--- src/rtl/spi_cp_pkg.sv ---
`timescale 1ns/1ps
package spi_cp_pkg;
   // Transaction phase: command byte first, then one data direction.
   typedef enum logic [1:0] {
      PH_CMD = 2'd0,
      PH_WR  = 2'd1,
      PH_RD  = 2'd2
   } phase_t;
endpackage

--- src/rtl/spi_cp_sync.sv ---
`timescale 1ns/1ps
module spi_cp_sync #(
   parameter int             W       = 1,
   parameter int             STAGES  = 2,
   parameter logic [W-1:0]   RST_VAL = '0
) (
   input  logic         clk,
   input  logic         rst_n,
   input  logic [W-1:0] d,
   output logic [W-1:0] q
);
   generate
      if (STAGES < 2) begin : g_bad_stages
         $error("spi_cp_sync: STAGES must be at least 2");
      end
   endgenerate

   logic [W-1:0] pipe [STAGES];

   always_ff @(posedge clk or negedge rst_n) begin
      if (!rst_n) begin
         for (int i = 0; i < STAGES; i++) pipe[i] <= RST_VAL;
      end else begin
         pipe[0] <= d;
         for (int i = 1; i < STAGES; i++) pipe[i] <= pipe[i-1];
      end
   end

   assign q = pipe[STAGES-1];
endmodule

--- src/rtl/spi_cp_wr_pack.sv ---
`timescale 1ns/1ps
module spi_cp_wr_pack #(
   parameter int BW = 8,
   parameter int NB = 4
) (
   input  logic           clk,
   input  logic           rst_n,
   input  logic           clr,
   input  logic           byte_stb,
   input  logic [BW-1:0]  byte_in,
   output logic           wr_valid,
   input  logic           wr_ready,
   output logic [BW*NB-1:0] wr_data,
   output logic           busy
);
   localparam int WW = BW * NB;
   localparam int CW = $clog2(NB);

   generate
      if (NB < 3) begin : g_bad_nb
         $error("spi_cp_wr_pack: NB must be at least 3");
      end
   endgenerate

   logic [WW-BW-1:0] acc;
   logic [CW-1:0]    cnt;
   logic             valid_q;
   logic [WW-1:0]    data_q;

   always_ff @(posedge clk or negedge rst_n) begin
      if (!rst_n) begin
         acc     <= '0;
         cnt     <= '0;
         valid_q <= 1'b0;
         data_q  <= '0;
      end else begin
         if (valid_q && wr_ready) valid_q <= 1'b0;
         if (clr) begin
            acc <= '0;
            cnt <= '0;
         end else if (byte_stb) begin
            if (cnt == CW'(NB-1)) begin
               data_q  <= {acc, byte_in};
               valid_q <= 1'b1;
               cnt     <= '0;
               acc     <= '0;
            end else begin
               acc <= {acc[WW-2*BW-1:0], byte_in};
               cnt <= cnt + 1'b1;
            end
         end
      end
   end

   assign wr_valid = valid_q;
   assign wr_data  = data_q;
   assign busy     = valid_q;

   // an offered word is held until accepted
   a_r3_word_held: assert property (@(posedge clk) disable iff (!rst_n)
      (wr_valid && !wr_ready) |=> (wr_valid && $stable(wr_data)));

   // busy drops the cycle after the accepting edge
   a_r4_busy_release: assert property (@(posedge clk) disable iff (!rst_n)
      (wr_valid && wr_ready && !byte_stb) |=> !busy);
endmodule

--- src/rtl/spi_cp_rd_slot.sv ---
`timescale 1ns/1ps
module spi_cp_rd_slot #(
   parameter int BW = 8,
   parameter int NB = 4
) (
   input  logic             clk,
   input  logic             rst_n,
   input  logic             clr,
   input  logic             byte_done,
   input  logic             rd_valid,
   output logic             rd_ready,
   input  logic [BW*NB-1:0] rd_data,
   output logic             irq_n,
   output logic [BW-1:0]    cur_byte,
   output logic             word_start,
   output logic             fresh
);
   localparam int WW = BW * NB;
   localparam int CW = $clog2(NB);

   logic [WW-1:0] word;
   logic [CW-1:0] cnt;
   logic          pend;
   logic          fresh_q;

   always_ff @(posedge clk or negedge rst_n) begin
      if (!rst_n) begin
         word    <= '0;
         cnt     <= '0;
         pend    <= 1'b0;
         fresh_q <= 1'b0;
      end else begin
         fresh_q <= 1'b0;
         if (!pend && rd_valid) begin
            word    <= rd_data;
            pend    <= 1'b1;
            fresh_q <= 1'b1;
         end
         if (clr) begin
            cnt <= '0;
         end else if (byte_done) begin
            if (cnt == CW'(NB-1)) begin
               cnt <= '0;
               if (pend) pend <= 1'b0;
            end else begin
               cnt <= cnt + 1'b1;
            end
         end
      end
   end

   assign rd_ready   = !pend;
   assign irq_n      = !pend;
   assign cur_byte   = word[BW*(NB-1-int'(cnt)) +: BW];
   assign word_start = (cnt == '0);
   assign fresh      = fresh_q;

   // the request only falls after a word was offered
   a_r5_irq_needs_word: assert property (@(posedge clk) disable iff (!rst_n)
      $fell(irq_n) |-> $past(rd_valid));

   // a pending word stays until a byte of it completes
   a_r7_pending_kept: assert property (@(posedge clk) disable iff (!rst_n)
      (!irq_n && !byte_done) |=> !irq_n);
endmodule

--- src/rtl/spi_ctrl_port.sv ---
`timescale 1ns/1ps
module spi_ctrl_port
   import spi_cp_pkg::*;
#(
   parameter int BYTE_W      = 8,
   parameter int WORD_BYTES  = 4,
   parameter int SYNC_STAGES = 2
) (
   input  logic                       clk,
   input  logic                       rst_n,
   input  logic                       spi_cs_n,
   input  logic                       spi_sclk,
   input  logic                       spi_mosi,
   output logic                       spi_miso,
   output logic                       busy,
   output logic                       irq_n,
   output logic                       wr_valid,
   input  logic                       wr_ready,
   output logic [BYTE_W*WORD_BYTES-1:0] wr_data,
   input  logic                       rd_valid,
   output logic                       rd_ready,
   input  logic [BYTE_W*WORD_BYTES-1:0] rd_data
);
   localparam int WORD_W = BYTE_W * WORD_BYTES;
   localparam int BITC_W = $clog2(BYTE_W);

   generate
      if (BYTE_W < 2) begin : g_bad_byte
         $error("spi_ctrl_port: BYTE_W must be at least 2");
      end
   endgenerate

   // serial inputs into the clk domain
   logic [2:0] pins_s;
   spi_cp_sync #(.W(3), .STAGES(SYNC_STAGES), .RST_VAL(3'b100)) u_sync (
      .clk   (clk),
      .rst_n (rst_n),
      .d     ({spi_cs_n, spi_sclk, spi_mosi}),
      .q     (pins_s)
   );

   logic cs_act, sclk_s, mosi_s, sclk_d;
   assign cs_act = ~pins_s[2];
   assign sclk_s = pins_s[1];
   assign mosi_s = pins_s[0];

   always_ff @(posedge clk or negedge rst_n) begin
      if (!rst_n) sclk_d <= 1'b0;
      else        sclk_d <= sclk_s;
   end

   logic rise, fall;
   assign rise = cs_act &  sclk_s & ~sclk_d;
   assign fall = cs_act & ~sclk_s &  sclk_d;

   phase_t            phase;
   logic [BITC_W-1:0] bitcnt;
   logic [BYTE_W-1:0] shreg;
   logic [BYTE_W-1:0] nxt_byte;
   logic              byte_end;
   logic              wr_stb, rd_done;
   logic [BYTE_W-1:0] rd_byte;
   logic              rd_word_start, rd_fresh;

   assign nxt_byte = {shreg[BYTE_W-2:0], mosi_s};
   assign byte_end = rise && (bitcnt == BITC_W'(BYTE_W-1));
   assign wr_stb   = byte_end && (phase == PH_WR);
   assign rd_done  = byte_end && (phase == PH_RD);

   spi_cp_wr_pack #(.BW(BYTE_W), .NB(WORD_BYTES)) u_pack (
      .clk      (clk),
      .rst_n    (rst_n),
      .clr      (~cs_act),
      .byte_stb (wr_stb),
      .byte_in  (nxt_byte),
      .wr_valid (wr_valid),
      .wr_ready (wr_ready),
      .wr_data  (wr_data),
      .busy     (busy)
   );

   spi_cp_rd_slot #(.BW(BYTE_W), .NB(WORD_BYTES)) u_slot (
      .clk        (clk),
      .rst_n      (rst_n),
      .clr        (~cs_act),
      .byte_done  (rd_done),
      .rd_valid   (rd_valid),
      .rd_ready   (rd_ready),
      .rd_data    (rd_data),
      .irq_n      (irq_n),
      .cur_byte   (rd_byte),
      .word_start (rd_word_start),
      .fresh      (rd_fresh)
   );

   // one shift register serves both directions
   always_ff @(posedge clk or negedge rst_n) begin
      if (!rst_n) begin
         phase  <= PH_CMD;
         bitcnt <= '0;
         shreg  <= '0;
      end else if (!cs_act) begin
         phase  <= PH_CMD;
         bitcnt <= '0;
         shreg  <= '0;
      end else if (rise) begin
         bitcnt <= byte_end ? '0 : bitcnt + 1'b1;
         unique case (phase)
            PH_CMD: begin
               shreg <= nxt_byte;
               if (byte_end) begin
                  if (nxt_byte[BYTE_W-1]) begin
                     phase <= PH_RD;
                     shreg <= rd_byte;
                  end else begin
                     phase <= PH_WR;
                  end
               end
            end
            PH_WR:   shreg <= nxt_byte;
            default: ;
         endcase
      end else if (fall && phase == PH_RD) begin
         if (bitcnt != '0)        shreg <= {shreg[BYTE_W-2:0], 1'b0};
         else if (!rd_word_start) shreg <= rd_byte;
      end else if (rd_fresh && phase == PH_RD && bitcnt == '0 && rd_word_start) begin
         shreg <= rd_byte;
      end
   end

   assign spi_miso = (cs_act && phase == PH_RD) ? shreg[BYTE_W-1] : 1'b0;

   // a write word can only appear out of a write transaction
   a_r8_word_from_write: assert property (@(posedge clk) disable iff (!rst_n)
      $rose(wr_valid) |-> ($past(phase) == PH_WR));

   // deselect returns the framing to a fresh command byte
   a_r9_deselect_resets: assert property (@(posedge clk) disable iff (!rst_n)
      !cs_act |=> (phase == PH_CMD && bitcnt == '0));

   // no MISO activity outside a read transaction
   a_r8_miso_quiet_cmd: assert property (@(posedge clk) disable iff (!rst_n)
      (phase == PH_CMD) |-> !spi_miso);
endmodule

--- config.mk ---
export PLATFORM = sky130hd
export DESIGN_NAME = spi_ctrl_port
export DESIGN_NICKNAME = d
export VERILOG_FILES = /design/src/rtl/spi_cp_pkg.sv /design/src/rtl/spi_cp_sync.sv /design/src/rtl/spi_cp_wr_pack.sv /design/src/rtl/spi_cp_rd_slot.sv /design/src/rtl/spi_ctrl_port.sv
export SDC_FILE = /design/constraint.sdc
export NUM_CORES = 1
export LEC_CHECK = 0
export CAP_MARGIN = 20
export CELL_PAD_IN_SITES_DETAIL_PLACEMENT = 2
export CELL_PAD_IN_SITES_GLOBAL_PLACEMENT = 2
export CORE_MARGIN = 1.5
export CORE_UTILIZATION = 33
export DETAILED_ROUTE_END_ITERATION = 6
export HOLD_SLACK_MARGIN = 0.06
export PLACE_DENSITY_LB_ADDON = 0.1
export SYNTH_ARGS = -nofsm -noshare
export SYNTH_HDL_FRONTEND = slang
export SYNTH_SLANG_ARGS = --single-unit
--- constraint.sdc ---
create_clock -name clk -period 4.18 [get_ports clk]
set_input_delay 0.418 -clock clk [delete_from_list [all_inputs] [get_ports clk]]
set_output_delay 0.418 -clock clk [all_outputs]
set_load 0.03 [all_outputs]
==> impl_metrics.py <==
metrics = {
    "critical_path": {
        "crit_path_cell_trace": "nor3b_2 -> and3_1 -> nor2b_2 -> mux2_2",
        "maximum_fanout_along_the_worst_path": 25,
        "reg2reg_slack_ns": 1.34,
        "critical_path.slowest_cell": "sky130_fd_sc_hd__nor2b_2",
        "worst_setup_start_kind": "flip-flop",
        "timing.critical_path.arrival_ns": 3.17,
        "criticalPathCategory": "flip-flop to flip-flop",
        "critPathMaxStageDelay_ns": 0.89,
        "timing.critical_path.required_ns": 4.51,
        "setup.worst_path.end_class": "flip-flop",
    },
    "clocking": {
        "cts_max_level": 4,
        "clock_sinks": 115,
        "insertion_delay_ns": 0.40,
        "cts_made_buffers": 17,
        "cts_root_buffer": "sky130_fd_sc_hd__clkbuf_16",
        "worst_case_clock_buffer_depth": 2,
        "tritoncts": "yes",
        "post_cts.repair.setup_buffers": 0,
        "clk_pin_slew_ns": 0.05,
    },
    "power": {
        "max-vdd-ir-drop_v": 0.000259,
        "power.density_nw_per_um2": 426,
        "p_leak_nw": 2.87,
    },
    "synth": {
        "dominantRegCellSynth": "sky130_fd_sc_hd__dfrtp_1",
        "sequential_cell_area_fraction_in_the_yosys_report": 0.600,
        "post_synth_inst_count": 325,
        "post_synth.cell_area_avg_um2": 14.8,
        "syn_area_um2": 4800,
        "ys.warnings.count": 0,
        "synth_cell_types": 40,
        "ys_async_sr_fraction": 1.00,
        "yosys_register_bits": 115,
        "synth_nets": 370,
        "synth_enable_flop_cells": 0,
    },
    "status": {
        "status": "finished, final reports clean",
    },
    "timing": {
        "finalSetupViolations": 0,
        "post-route-period-util": 0.679,
        "report.final.slew_viol_count": 0,
        "timing.clock.skew_ns": 0.0134,
        "setup_ws_ns": 1.34,
        "achievable_freq_mhz": 352,
        "rsz0062_at_grt": "false",
        "slew_headroom": 0.307,
        "timing_worst_slew_pin_value_ns": 1.03,
        "layout_min_cycle_time_ns": 2.84,
        "setup_total_negative_slack_ns": 0,
        "finalHoldViolations": 0,
    },
    "route": {
        "route.vias.total": 2915,
        "wl_mm": 10.8,
        "drt-pass1-iter-count": 4,
        "detail_route.vias_per_cell": 4.90,
        "antenna_violating_nets_post_route": 0,
        "post_drt_wl_per_cell_um": 18.1,
        "drc": 0,
        "first_iter_violations": 103,
    },
    "global_routing": {
        "grt_remaining_overflow": 0,
        "grt_use_total": 0.160,
        "grt_antenna_before_repair": 0,
        "global_route_wire_length_before_repair_mm": 18.0,
        "grt_max_degree": 42,
        "via_count_of_the_first_global_routing_pass": 3238,
    },
    "finish": {
        "fill_cells": 1371,
        "number_of_nets_at_the_end_of_the_flow": 448,
        "layout.cells.most_common_list": "sky130_fd_sc_hd__dfrtp_1, sky130_fd_sc_hd__clkdlybuf4s50_1, sky130_fd_sc_hd__mux2_2, sky130_fd_sc_hd__a22o_1",
        "antennaDiodeCount": 0,
        "layout.cells.most_common": "sky130_fd_sc_hd__dfrtp_1",
        "final_layout_size_suffix_gt1_frac": 0.241,
        "areaGrowthSynthToFinish_pct": 30.1,
        "final_core_util": 0.445,
    },
    "placed_design": {
        "pre_cts_ws_ns": 1.30,
        "dp_hpwl_mm": 7.25,
        "port_buffers": 75,
        "gp_routability_congestion": 0.716,
    },
    "die": {
        "start_util": 0.342,
        "rows": 43,
        "core_um2": 14000,
        "design.portCount": 76,
        "fp.dieW_um": 124,
        "die_area_um2": 15300,
        "chipHeight_um": 124,
    },
    "run": {
        "drv.max_cap_violation_count": 0,
    },
    "min_path": {
        "worst_min_delay_path_category": "flip-flop to flip-flop",
    },
}
==> critical path: cells and delay by family (launching register included) <==
kind,cells,cell delay [ns]
multiplexers,1,0.30
AND/OR/NAND/NOR,3,1.98
flip-flops,1,0.49
==> kinds of logic (layout without fill, tap and decap cells) <==
kind of cell | count (synthesis) | after routing | share of synthesized area
AO/OA/AOI/OAI | 49 | 49 | 0.0811
multiplexers | 79 | 79 | 0.210
adder cells (fa/ha/maj) | 6 | 6 | 0.0156
AND/OR/NAND/NOR | 44 | 44 | 0.0542
flip-flops | 115 | 115 | 0.600
buffers and inverters | 32 | 122 | 0.0388
==> Yosys cell counts, drive strengths merged (2+ instances only) <==
library cell,n,share of area
o21ai,8,0.0091
inv,11,0.0086
clkbuf,3,0.0023
ha,6,0.016
nor2,7,0.0060
and3,2,0.0026
a22o,24,0.044
nand3b,3,0.0047
a21oi,3,0.0031
dfrtp,113,0.59
nor2b,4,0.0052
mux2i,6,0.013
o31ai,9,0.016
mux2,65,0.16
mux4,8,0.038
dfstp,2,0.011
nand3,3,0.0031
nand2b,2,0.0026
nor3,2,0.0044
nor3b,2,0.0065
a31oi,3,0.0039
buf,18,0.028
nand2,16,0.015
==> stage by stage <==
stage                     hold slack, ns  area (µm²)  power, mW  std cells
after floorplan                    0.122        4800       1.22        325
after global placement             0.341        5660       1.29        562
after detailed placement           0.340        5660       1.29        562
after CTS                          0.359        6230       2.71        594
after global routing               0.363        6250       2.77        595
final                              0.357        6250       2.66        595
==> flip-flops by register name, indices dropped and copies added (netlist names) <==
signal          count
u_sync.pipe         3
u_slot.cnt          2
sclk_d              1
u_pack.busy         1
u_sync.q            3
phase               2
shreg               8
u_pack.acc         24
u_slot.fresh        1
u_slot.word        32
u_pack.cnt          2
bitcnt              3
u_slot.pend         1
u_pack.wr_data     32
==> where the power goes <==
group | total [mW] | internal, mW | switching [mW] | leakage, nW
logic | 0.114 | 0.0599 | 0.0539 | 1.05
registers | 1.16 | 1.14 | 0.0210 | 1.54
clock network | 1.38 | 0.918 | 0.464 | 0.278
==> area by class of cell <==
cell class	instances	area [µm²]	share of cell area
flip-flops and latches	115	2880	0.461
multi-input cells	178	1740	0.278
repair buffers	80	796	0.127
clock buffers	26	489	0.0783
well taps	180	225	0.0361
clock inverters	5	75.1	0.0120
inverters	11	41.3	0.00661
==> layer usage <==
layer / up-vias / track usage / routed length [µm]
met4: 0 / 0.0496 / 51
li1: 1328 / - / -
met3: 2 / 0.0527 / 429
met1: 1515 / 0.215 / 5070
met5: - / 0 / 0
met2: 70 / 0.248 / 5220
==> timing repair <==
item                                   4_1_cts  5_1_grt
endpoints found under the hold margin       37        0
gates resized for setup                      0        0
hold buffers                                 1        0
==> final timing paths <==
check	start	end	cells past startpoint
min reg2reg	u_sync.pipe[3]$_DFF_PN0_	u_sync.q[0]$_DFF_PN0_	0
max reg2reg	u_sync.q[2]$_DFF_PN1_	u_pack.cnt[0]$_DFFE_PN0P_	4
min in group asynchronous	rst_n	u_pack.wr_data[31]$_DFFE_PN0P_	2
max in group asynchronous	rst_n	shreg[1]$_DFFE_PN0P_	3
max	u_sync.q[2]$_DFF_PN1_	u_pack.cnt[0]$_DFFE_PN0P_	4
min	u_sync.pipe[3]$_DFF_PN0_	u_sync.q[0]$_DFF_PN0_	0
(Power assumes the default switching activity.)
